**config.mk**
```make
export PLATFORM = sky130hd
export DESIGN_NAME = cfgp_port
export DESIGN_NICKNAME = d
export VERILOG_FILES = /design/src/rtl/cfgp_pkg.sv /design/src/rtl/cfgp_keyctl.sv /design/src/rtl/cfgp_bank.sv /design/src/rtl/cfgp_port.sv
export SDC_FILE = /design/constraint.sdc
export NUM_CORES = 1
export LEC_CHECK = 0
export CORE_MARGIN = 2
export CORE_UTILIZATION = 53
export DETAILED_ROUTE_END_ITERATION = 8
export GPL_TIMING_DRIVEN = 0
export PLACE_DENSITY = 0.95
export SLEW_MARGIN = 10
export SYNTH_ARGS = -nofsm -noshare
export SYNTH_HDL_FRONTEND = slang
export SYNTH_HIERARCHICAL = 1
export SYNTH_SLANG_ARGS = --single-unit
```
**constraint.sdc**
```tcl
create_clock -name clk -period 6.85 [get_ports clk]
set_input_delay 1.37 -clock clk [delete_from_list [all_inputs] [get_ports clk]]
set_output_delay 1.37 -clock clk [all_outputs]
set_load 0.02 [all_outputs]
```
**src/rtl/cfgp_pkg.sv**
```systemverilog
`timescale 1ns/1ps
package cfgp_pkg;
  localparam logic [7:0] KEY_OPEN     = 8'h87;
  localparam logic [7:0] KEY_SHUT     = 8'hAA;
  localparam logic [7:0] RD_SEALED    = 8'hFF;
  localparam logic [7:0] IDX_SEL      = 8'h07;
  localparam logic [7:0] IDX_DEVID_HI = 8'h20;
  localparam logic [7:0] IDX_DEVID_LO = 8'h21;
  localparam logic [7:0] IDX_REV      = 8'h22;
  localparam logic [7:0] IDX_VEND_HI  = 8'h23;
  localparam logic [7:0] IDX_VEND_LO  = 8'h24;
  localparam logic [7:0] IDX_ENABLE   = 8'h30;

  typedef enum logic [1:0] {KS_SHUT, KS_HALF, KS_OPEN} key_state_e;

  // Index-port address chosen by the strap; the data port is one above.
  function automatic logic [15:0] port_base(input logic alt);
    return alt ? 16'h004E : 16'h002E;
  endfunction

  // Next key state for an index-address write of byte b.
  function automatic key_state_e key_next(input key_state_e s, input logic [7:0] b);
    case (s)
      KS_SHUT: return (b == KEY_OPEN) ? KS_HALF : KS_SHUT;
      KS_HALF: return (b == KEY_OPEN) ? KS_OPEN : KS_SHUT;
      default: return (b == KEY_SHUT) ? KS_SHUT : KS_OPEN;
    endcase
  endfunction
endpackage

```
**src/rtl/cfgp_keyctl.sv**
```systemverilog
`timescale 1ns/1ps
module cfgp_keyctl
  import cfgp_pkg::*;
(
  input  logic       clk,
  input  logic       rst_n,
  input  logic       idx_wr,
  input  logic [7:0] wdata,
  output logic       port_open,
  output logic [7:0] index
);
  key_state_e state;

  always_ff @(posedge clk) begin
    if (!rst_n) begin
      state <= KS_SHUT;
      index <= 8'h00;
    end else if (idx_wr) begin
      state <= key_next(state, wdata);
      if (state == KS_OPEN && wdata != KEY_SHUT)
        index <= wdata;
    end
  end

  assign port_open = (state == KS_OPEN);

  assert_open_needs_two_keys_R2: assert property (@(posedge clk) disable iff (!rst_n)
    $rose(port_open) |-> ($past(idx_wr) && $past(wdata) == KEY_OPEN && $past(state) == KS_HALF));

  assert_stray_byte_rearms_R3: assert property (@(posedge clk) disable iff (!rst_n)
    (!port_open && idx_wr && wdata != KEY_OPEN) |=> (state == KS_SHUT));

  assert_shut_key_locks_R4: assert property (@(posedge clk) disable iff (!rst_n)
    (port_open && idx_wr && wdata == KEY_SHUT) |=> (!port_open && $stable(index)));
endmodule

```
**src/rtl/cfgp_bank.sv**
```systemverilog
`timescale 1ns/1ps
module cfgp_bank
  import cfgp_pkg::*;
#(
  parameter int          NUM_DEV = 4,
  parameter logic [15:0] DEV_ID  = 16'h5A17,
  parameter logic [7:0]  DEV_REV = 8'h03,
  parameter logic [15:0] VEND_ID = 16'h1934
) (
  input  logic               clk,
  input  logic               rst_n,
  input  logic               dat_wr,
  input  logic [7:0]         index,
  input  logic [7:0]         wdata,
  output logic [7:0]         rd_byte,
  output logic [NUM_DEV-1:0] dev_enable
);
  logic [7:0]         sel_q;
  logic [NUM_DEV-1:0] en_q;
  logic               sel_en;

  always_ff @(posedge clk) begin
    if (!rst_n)                             sel_q <= 8'h00;
    else if (dat_wr && index == IDX_SEL)    sel_q <= wdata;
  end

  for (genvar g = 0; g < NUM_DEV; g++) begin : g_dev
    always_ff @(posedge clk) begin
      if (!rst_n)
        en_q[g] <= 1'b0;
      else if (dat_wr && index == IDX_ENABLE && sel_q == 8'(g))
        en_q[g] <= wdata[0];
    end
  end

  always_comb begin
    sel_en = 1'b0;
    for (int d = 0; d < NUM_DEV; d++)
      if (sel_q == 8'(d)) sel_en = en_q[d];
  end

  always_comb begin
    case (index)
      IDX_SEL:      rd_byte = sel_q;
      IDX_DEVID_HI: rd_byte = DEV_ID[15:8];
      IDX_DEVID_LO: rd_byte = DEV_ID[7:0];
      IDX_REV:      rd_byte = DEV_REV;
      IDX_VEND_HI:  rd_byte = VEND_ID[15:8];
      IDX_VEND_LO:  rd_byte = VEND_ID[7:0];
      IDX_ENABLE:   rd_byte = {7'b0, sel_en};
      default:      rd_byte = 8'h00;
    endcase
  end

  assign dev_enable = en_q;

  assert_enable_single_change_R7: assert property (@(posedge clk) disable iff (!rst_n)
    $countones(dev_enable ^ $past(dev_enable)) <= 1);

  assert_enable_needs_write_R7: assert property (@(posedge clk) disable iff (!rst_n)
    !dat_wr |=> $stable(dev_enable));

  assert_selector_needs_write_R6: assert property (@(posedge clk) disable iff (!rst_n)
    !dat_wr |=> $stable(sel_q));
endmodule

```
**src/rtl/cfgp_port.sv**
```systemverilog
`timescale 1ns/1ps
module cfgp_port
  import cfgp_pkg::*;
#(
  parameter int          ADDR_W  = 16,
  parameter int          NUM_DEV = 4,
  parameter logic [15:0] DEV_ID  = 16'h5A17,
  parameter logic [7:0]  DEV_REV = 8'h03
) (
  input  logic               clk,
  input  logic               rst_n,
  input  logic               base_alt,
  input  logic [ADDR_W-1:0]  bus_addr,
  input  logic               bus_wr,
  input  logic               bus_rd,
  input  logic [7:0]         bus_wdata,
  output logic [7:0]         bus_rdata,
  output logic [NUM_DEV-1:0] dev_enable
);
  logic [ADDR_W-1:0] idx_addr, dat_addr;
  logic              hit_idx, hit_dat, idx_wr, dat_wr, rd_hit;
  logic              port_open;
  logic [7:0]        index, bank_byte;

  assign idx_addr = ADDR_W'(port_base(base_alt));
  assign dat_addr = idx_addr + ADDR_W'(1);
  assign hit_idx  = (bus_addr == idx_addr);
  assign hit_dat  = (bus_addr == dat_addr);
  assign idx_wr   = bus_wr && hit_idx;
  assign dat_wr   = bus_wr && hit_dat && port_open;
  assign rd_hit   = bus_rd && (hit_idx || hit_dat);

  cfgp_keyctl u_key (
    .clk(clk), .rst_n(rst_n), .idx_wr(idx_wr), .wdata(bus_wdata),
    .port_open(port_open), .index(index)
  );

  cfgp_bank #(.NUM_DEV(NUM_DEV), .DEV_ID(DEV_ID), .DEV_REV(DEV_REV)) u_bank (
    .clk(clk), .rst_n(rst_n), .dat_wr(dat_wr), .index(index), .wdata(bus_wdata),
    .rd_byte(bank_byte), .dev_enable(dev_enable)
  );

  always_ff @(posedge clk) begin
    if (!rst_n)
      bus_rdata <= RD_SEALED;
    else if (rd_hit) begin
      if (!port_open)   bus_rdata <= RD_SEALED;
      else if (hit_idx) bus_rdata <= index;
      else              bus_rdata <= bank_byte;
    end
  end

  assert_sealed_read_ones_R1: assert property (@(posedge clk) disable iff (!rst_n)
    (rd_hit && !port_open) |=> (bus_rdata == RD_SEALED));

  assert_sealed_write_inert_R4: assert property (@(posedge clk) disable iff (!rst_n)
    !port_open |=> $stable(dev_enable));

  assert_rdata_holds_R10: assert property (@(posedge clk) disable iff (!rst_n)
    !rd_hit |=> $stable(bus_rdata));
endmodule

```
==> metrics.txt, run 1 <==
most numerous cell in the Yosys netlist=nand2_1; post-CTS setup buffer count=0; antenna cell count=0; WP data required=7.13 ns; Synth Area in Compound Gates=0.169; Tot Pwr=0.318 mW; Hold-fix buffers, CTS=0; post-synthesis mux area share=0.108; Yosys reg bits=30; max-slew violation count=0; Reg clk slew, reported paths=0.11 ns; Post-Synth Simple-Gate Area=0.324; Row Count=20; final wirelength=4040 µm; Register Area=601 µm²; top post-synthesis cells by count=nand2_1, dfxtp_1, a21oi_1, mux2i_1, a2bb2oi_1; Hold Path Class=register to register; crit-path cells=clkdlybuf4s50_1 -> nor4b_2 -> nand4b_2 -> nor4_1 -> nor4b_1 -> nand4_2 -> or3_1 -> a21oi_1; dpl cell area=2130 µm²; DIE AREA=3650 µm²; Max Fanout on Critical Path=7; Initial Util=0.557; setup TNS=0 ns; Synth Area in XOR/XNOR=0.00520; CTS root buf=clkbuf_4; FILL cells=234; Hold Slack=0.485 ns; final antenna-violating net count=0; worst path bufs/invs=1; Hold Fails Final Rpt=0; multi-input logic area=1020 µm²; Final Setup Violations=0; die height=60.4 µm; grt total ovfl=0; All-Layer GR Usage=0.248; Worst EP arrival=4.09 ns; unrepaired setup endpoints after global routing=false; Worst-Margin Slew=0.689 ns; PwrDens=145 nW/µm²; Core Region=3030 µm²; Final GP Congestion=0.810; io pins=41; share of post-route cells with drive strength above 1=0.105; Tcrit/Tclk final=0.556; antenna violations before repair=0; largest net degree at the start of global routing=11; PostCTS Resize Cnt=0; Final Util=0.724; TritonCTS clock tree=yes; fin nets=266; Yosys warnings=6; cell family with most CP delay=simple AND/OR/NAND/NOR gates; Bufs on Longest Clock Path=2; Avg Vias per Cell=5.80; Finished Cell Area=2190 µm²; area added between synthesis and finish=30.0%; ys async rst share=0; kind of critical path=input pin to register; Cells after Synth=191; Fmax=262 MHz; Seq/Total Area, Yosys=0.356; number of synthesized flops with an enable pin=0; H-tree depth=2; Worst Setup End Kind=register; fin cells=282; post-synthesis adder-cell area fraction=0; Final HPWL DP=3170 µm; max_cap viols=0; Worst slew margin=0.537; status=complete, no violations; Avg WL per Cell=14.3 µm; Setup crit start kind=input pin; clock period minus worst slack=3.81 ns; CP max stage cell=nor4_1; largest family of logic cells by synthesized area=simple AND/OR/NAND/NOR gates; Clock Latency Late Sink=0.34 ns; vias in the first global route=1532; syn_nets=220; Die Span X=60.4 µm; dpl ws=2.69 ns; clock sinks=30; First-pass DRT Iterations=4; Post-synth top flop=dfxtp_1; post-synth top area cell=dfxtp_1; Worst VDD drop=0.000113 V; Final WS setup=3.04 ns; mean area per synthesized cell=8.82 µm²; placed cells=274; 1st-iter DRT viols=92; Buffers on Ports=39; Area contributors post-synth=dfxtp_1, mux2i_1, nand2_1; Unique masters post-synth=47; leakage power=0.779 nW; slowest stage delay, CP=0.63 ns; CTS Buf Count=5; drt drc=0; Worst Skew=0.0160 ns; synthesized cell area=1690 µm²; first-pass GRT wire length=6760 µm; Yosys top cell area share=0.356; via count=1635
[layout by cell type (no fill, tap or decap), types with 2 or more instances in the layout]
cell type        instances
nand2_1                 40
clkdlybuf4s50_1         39
dfxtp_1                 30
mux2i_1                 16
a21oi_1                 16
a2bb2oi_1                9
nor2_1                   7
inv_1                    6
clkbuf_4                 5
o21ai_0                  5
nand3_1                  4
clkbuf_1                 4
nor2b_1                  4
nand2b_1                 4
and3_1                   3
or3_1                    3
buf_1                    2
nor4_2                   2
nor4b_2                  2
nor4_1                   2
nor3_2                   2
and4_1                   2
buf_2                    2
and4bb_4                 2
[metal layers]
metal / GRT usage / part of all wire / vias up
met5: 0 / 0 / -
met3: 0.0704 / 0.057 / 12
li1: - / - / 794
met4: 0.130 / 0.024 / 0
met2: 0.377 / 0.49 / 54
met1: 0.321 / 0.43 / 775
[registers in the layout (all words and copies together), names as in the netlist]
register,cells
u_bank/dev_enable,4
u_key/index,8
u_bank/sel_q,8
u_key/state,2
bus_rdata,8
[power by group]
group	leakage, nW	switching [mW]	total, mW	internal (mW)
Combinational	0.502	0.0124	0.0315	0.0191
Sequential	0.242	0.000000000593	0.174	0.174
Clock	0.0353	0.0621	0.112	0.0497
Total	0.779	0.0745	0.318	0.243
[cell families after synthesis]
logic type                after synthesis
AOI/OAI and AO/OA                      40
xor gates and xnor gates                1
buffers and inverters                  14
DFF                                    30
muxes                                  17
and+or+nand+nor                        89
[final cells by class]
type | instances | area share
clock buffers | 7 | 0.0251
plain buffers | 8 | 0.0183
multi-input cells | 147 | 0.467
repair buffers | 39 | 0.178
inverters | 6 | 0.0103
well taps | 44 | 0.0251
flip-flops and latches | 30 | 0.274
clock inverters | 1 | 0.00228
[worst reg2reg max path, stage by stage, from the launching register on]
cell	delay, ns
dfxtp_1	0.39
nor2b_1	0.20
nand2_1	0.07
nor4_1	0.54
nor4b_1	0.38
nand4_2	0.22
or3_1	0.40
a21oi_1	0.16
[path summary, 6_finish.rpt]
path	slack (ns)	end	from	depth (start not counted)
worst max-delay path	3.04	u_bank/dev_enable[2]$_SDFFE_PN0P_	bus_addr[12]	8
worst min-delay path	0.49	u_bank/dev_enable[0]$_SDFFE_PN0P_	u_bank/dev_enable[0]$_SDFFE_PN0P_	2
worst max register to register	4.46	u_bank/dev_enable[2]$_SDFFE_PN0P_	u_key/state[1]$_SDFFE_PN0P_	7
worst min register to register	0.49	u_bank/dev_enable[0]$_SDFFE_PN0P_	u_bank/dev_enable[0]$_SDFFE_PN0P_	2
(Power assumes the default switching activity.)
==> run 2, diff against run 1 <==
--- a/config.mk
+++ b/config.mk
@@ -6,10 +6,10 @@
 export NUM_CORES = 1
 export LEC_CHECK = 0
 export CORE_MARGIN = 2
-export CORE_UTILIZATION = 53
+export CORE_UTILIZATION = 44
 export DETAILED_ROUTE_END_ITERATION = 8
 export GPL_TIMING_DRIVEN = 0
-export PLACE_DENSITY = 0.95
+export PLACE_DENSITY = 0.87
 export SLEW_MARGIN = 10
 export SYNTH_ARGS = -nofsm -noshare
 export SYNTH_HDL_FRONTEND = slang
==> constraint.sdc (replaced) <==
create_clock -name clk -period 3.3 [get_ports clk]
set_input_delay 0.66 -clock clk [delete_from_list [all_inputs] [get_ports clk]]
set_output_delay 0.66 -clock clk [all_outputs]
set_load 0.02 [all_outputs]
==> run 2 against run 1 <==
  * Clock power rose to 2.7 times the previous value
  * Die area increased by 19%
  * Count of clock-buffer cells in the layout did not move
  * Sequential power is 110% higher
  * Highest routed layer unchanged
==> metrics.txt, run 2 (synthesized netlist as in run 1, its figures left out) <==
Worst Setup End Kind=register; fin cells=286; post-CTS setup buffer count=0; Worst EP arrival=3.12 ns; Hold Slack=0.479 ns; DIE AREA=4340 µm²; Bufs on Longest Clock Path=2; commonest non-fill, non-tap cells in the layout=nand2_1, clkdlybuf4s50_1, dfxtp_1; status=complete, no violations; FILL cells=306; P_sw=0.160 mW; Row Count=22; First-pass DRT Iterations=5; fin nets=266; Avg WL per Cell=13.5 µm; Final GP Congestion=0.847; Seq pwr share=0.496; 1st-iter DRT viols=100; max-slew violation count=0; Max Fanout on Critical Path=7; CP Depth=8; Fmax=344 MHz; FF-to-FF Start=u_key/state[1]$_SDFFE_PN0P_; Worst VDD drop=0.000250 V; biggest regs=bus_rdata x8, u_bank/sel_q x8, u_key/index x8; worst path bufs/invs=1; combinational power share=0.089; CTS root buf=clkbuf_8; share of post-route cells with drive strength above 1=0.109; clock sinks=30; final antenna-violating net count=0; CP startpoint=bus_addr[4]; CTS Buf Count=5; Tcrit/Tclk final=0.882; grt total ovfl=0; antenna violations before repair=0; dpl cell area=2140 µm²; kind of critical path=input pin to register; io pins=41; area added between synthesis and finish=32.5%; WP data required=3.52 ns; internal reg-to-reg setup slack=1.14 ns; Hold Path Depth=2; Die Span X=65.9 µm; Internal=0.570 mW; CP dominant cell by count=nor4_2; setup TNS=0 ns; All-Layer GR Usage=0.191; die height=65.9 µm; Final Setup Violations=0; Final HPWL DP=3010 µm; drt drc=0; R2R depth=7; Finished Cell Area=2230 µm²; first-pass GRT wire length=6360 µm; unrepaired setup endpoints after global routing=false; CP max stage cell=nor4_2; Worst Skew=0.00631 ns; Core Region=3660 µm²; commonest non-fill, non-tap cell in the layout=nand2_1; antenna cell count=0; Hold Path Class=register to register; leakage power=0.792 nW; clock period minus worst slack=2.91 ns; via count=1586; cell family with most CP delay=simple AND/OR/NAND/NOR gates; Worst Setup EP=u_bank/dev_enable[2]$_SDFFE_PN0P_; Clk pwr share=0.414; TritonCTS clock tree=yes; Worst-Margin Slew=0.612 ns; switching share of power=0.219; Setup crit start kind=input pin; Clock Latency Late Sink=0.28 ns; H-tree depth=2; r2r endpoint=u_bank/dev_enable[2]$_SDFFE_PN0P_; crit-path cells=clkdlybuf4s50_1 -> nor4_2 -> o211ai_2 -> nor4_2 -> nor4b_1 -> nand4_2 -> or3_1 -> a21oi_1; Initial Util=0.460; max_cap viols=0; Reg clk slew, reported paths=0.06 ns; slowest stage delay, CP=0.45 ns; final wirelength=3870 µm; vias in the first global route=1400; largest net degree at the start of global routing=11; Final Util=0.610; Avg Vias per Cell=5.55; PwrDens=327 nW/µm²; Buffers on Ports=39; Worst slew margin=0.592; Hold Fails Final Rpt=0; placed cells=278
==> run 2: layout make-up <==
type / instances / area, µm² / area share
clock inverter: 1 / 5.00 / 0.00224
buffer: 8 / 40.0 / 0.0179
multi-input combinational: 147 / 1030 / 0.461
clock buffer: 7 / 86.3 / 0.0387
timing repair buffer: 39 / 390 / 0.175
inverter: 6 / 22.5 / 0.0101
tap: 48 / 60.1 / 0.0269
sequential: 30 / 601 / 0.269
==> run 2: worst min-delay path by stage <==
stage	slack (ns)	to	startpoint
6_report	0.48	u_bank/sel_q[7]$_SDFFE_PN0P_	u_bank/sel_q[7]$_SDFFE_PN0P_
5_1_grt	0.51	u_bank/sel_q[7]$_SDFFE_PN0P_	u_bank/sel_q[7]$_SDFFE_PN0P_
4_1_cts	0.48	u_bank/sel_q[7]$_SDFFE_PN0P_	u_bank/sel_q[7]$_SDFFE_PN0P_
3_5_place_dp	0.47	u_bank/sel_q[7]$_SDFFE_PN0P_	u_bank/sel_q[7]$_SDFFE_PN0P_
3_3_place_gp	0.47	u_bank/sel_q[7]$_SDFFE_PN0P_	u_bank/sel_q[7]$_SDFFE_PN0P_
2_1_floorplan	0.45	u_bank/sel_q[4]$_SDFFE_PN0P_	u_bank/sel_q[4]$_SDFFE_PN0P_
==> run 2: repair_timing <==
action | 4_1_cts | 5_1_grt
endpoints found under the setup margin | 0 | 3
endpoints found under the hold margin | 0 | 0
gates resized for setup | 0 | 1
hold buffers | 0 | 0
==> run 2: power by group through the flow <==
stage | Combinational (mW) | Clock, mW | Sequential, mW
final | 0.0651 | 0.302 | 0.362
after global routing | 0.0697 | 0.329 | 0.362
after CTS | 0.0653 | 0.309 | 0.362
after detailed placement | 0.0649 | 0 | 0.370
after global placement | 0.0642 | 0 | 0.370
after floorplan | 0.0229 | 0 | 0.370
==> run 2: through the flow <==
| stage | worst slack (ns) | power [mW] |
|---|---|---|
| 2_1_floorplan | 0.696 | 0.393 |
| 3_3_place_gp | -0.0860 | 0.434 |
| 3_5_place_dp | -0.0910 | 0.435 |
| 4_1_cts | 0.185 | 0.736 |
| 5_1_grt | 0.126 | 0.761 |
| 6_report | 0.391 | 0.730 |
==> run 2: tightest hold or removal path: stages (launching register included) <==
cell and delay [ns]:
dfxtp_1 0.33, nand2_1 0.06, a21oi_1 0.05
==> run 2: layer usage <==
metal / track usage / part of all wire / vias up
li1: - / - / 789
met2: 0.302 / 0.48 / 53
met1: 0.257 / 0.44 / 740
met5: 0 / 0 / -
met3: 0.0460 / 0.065 / 4
met4: 0.0547 / 0.0075 / 0
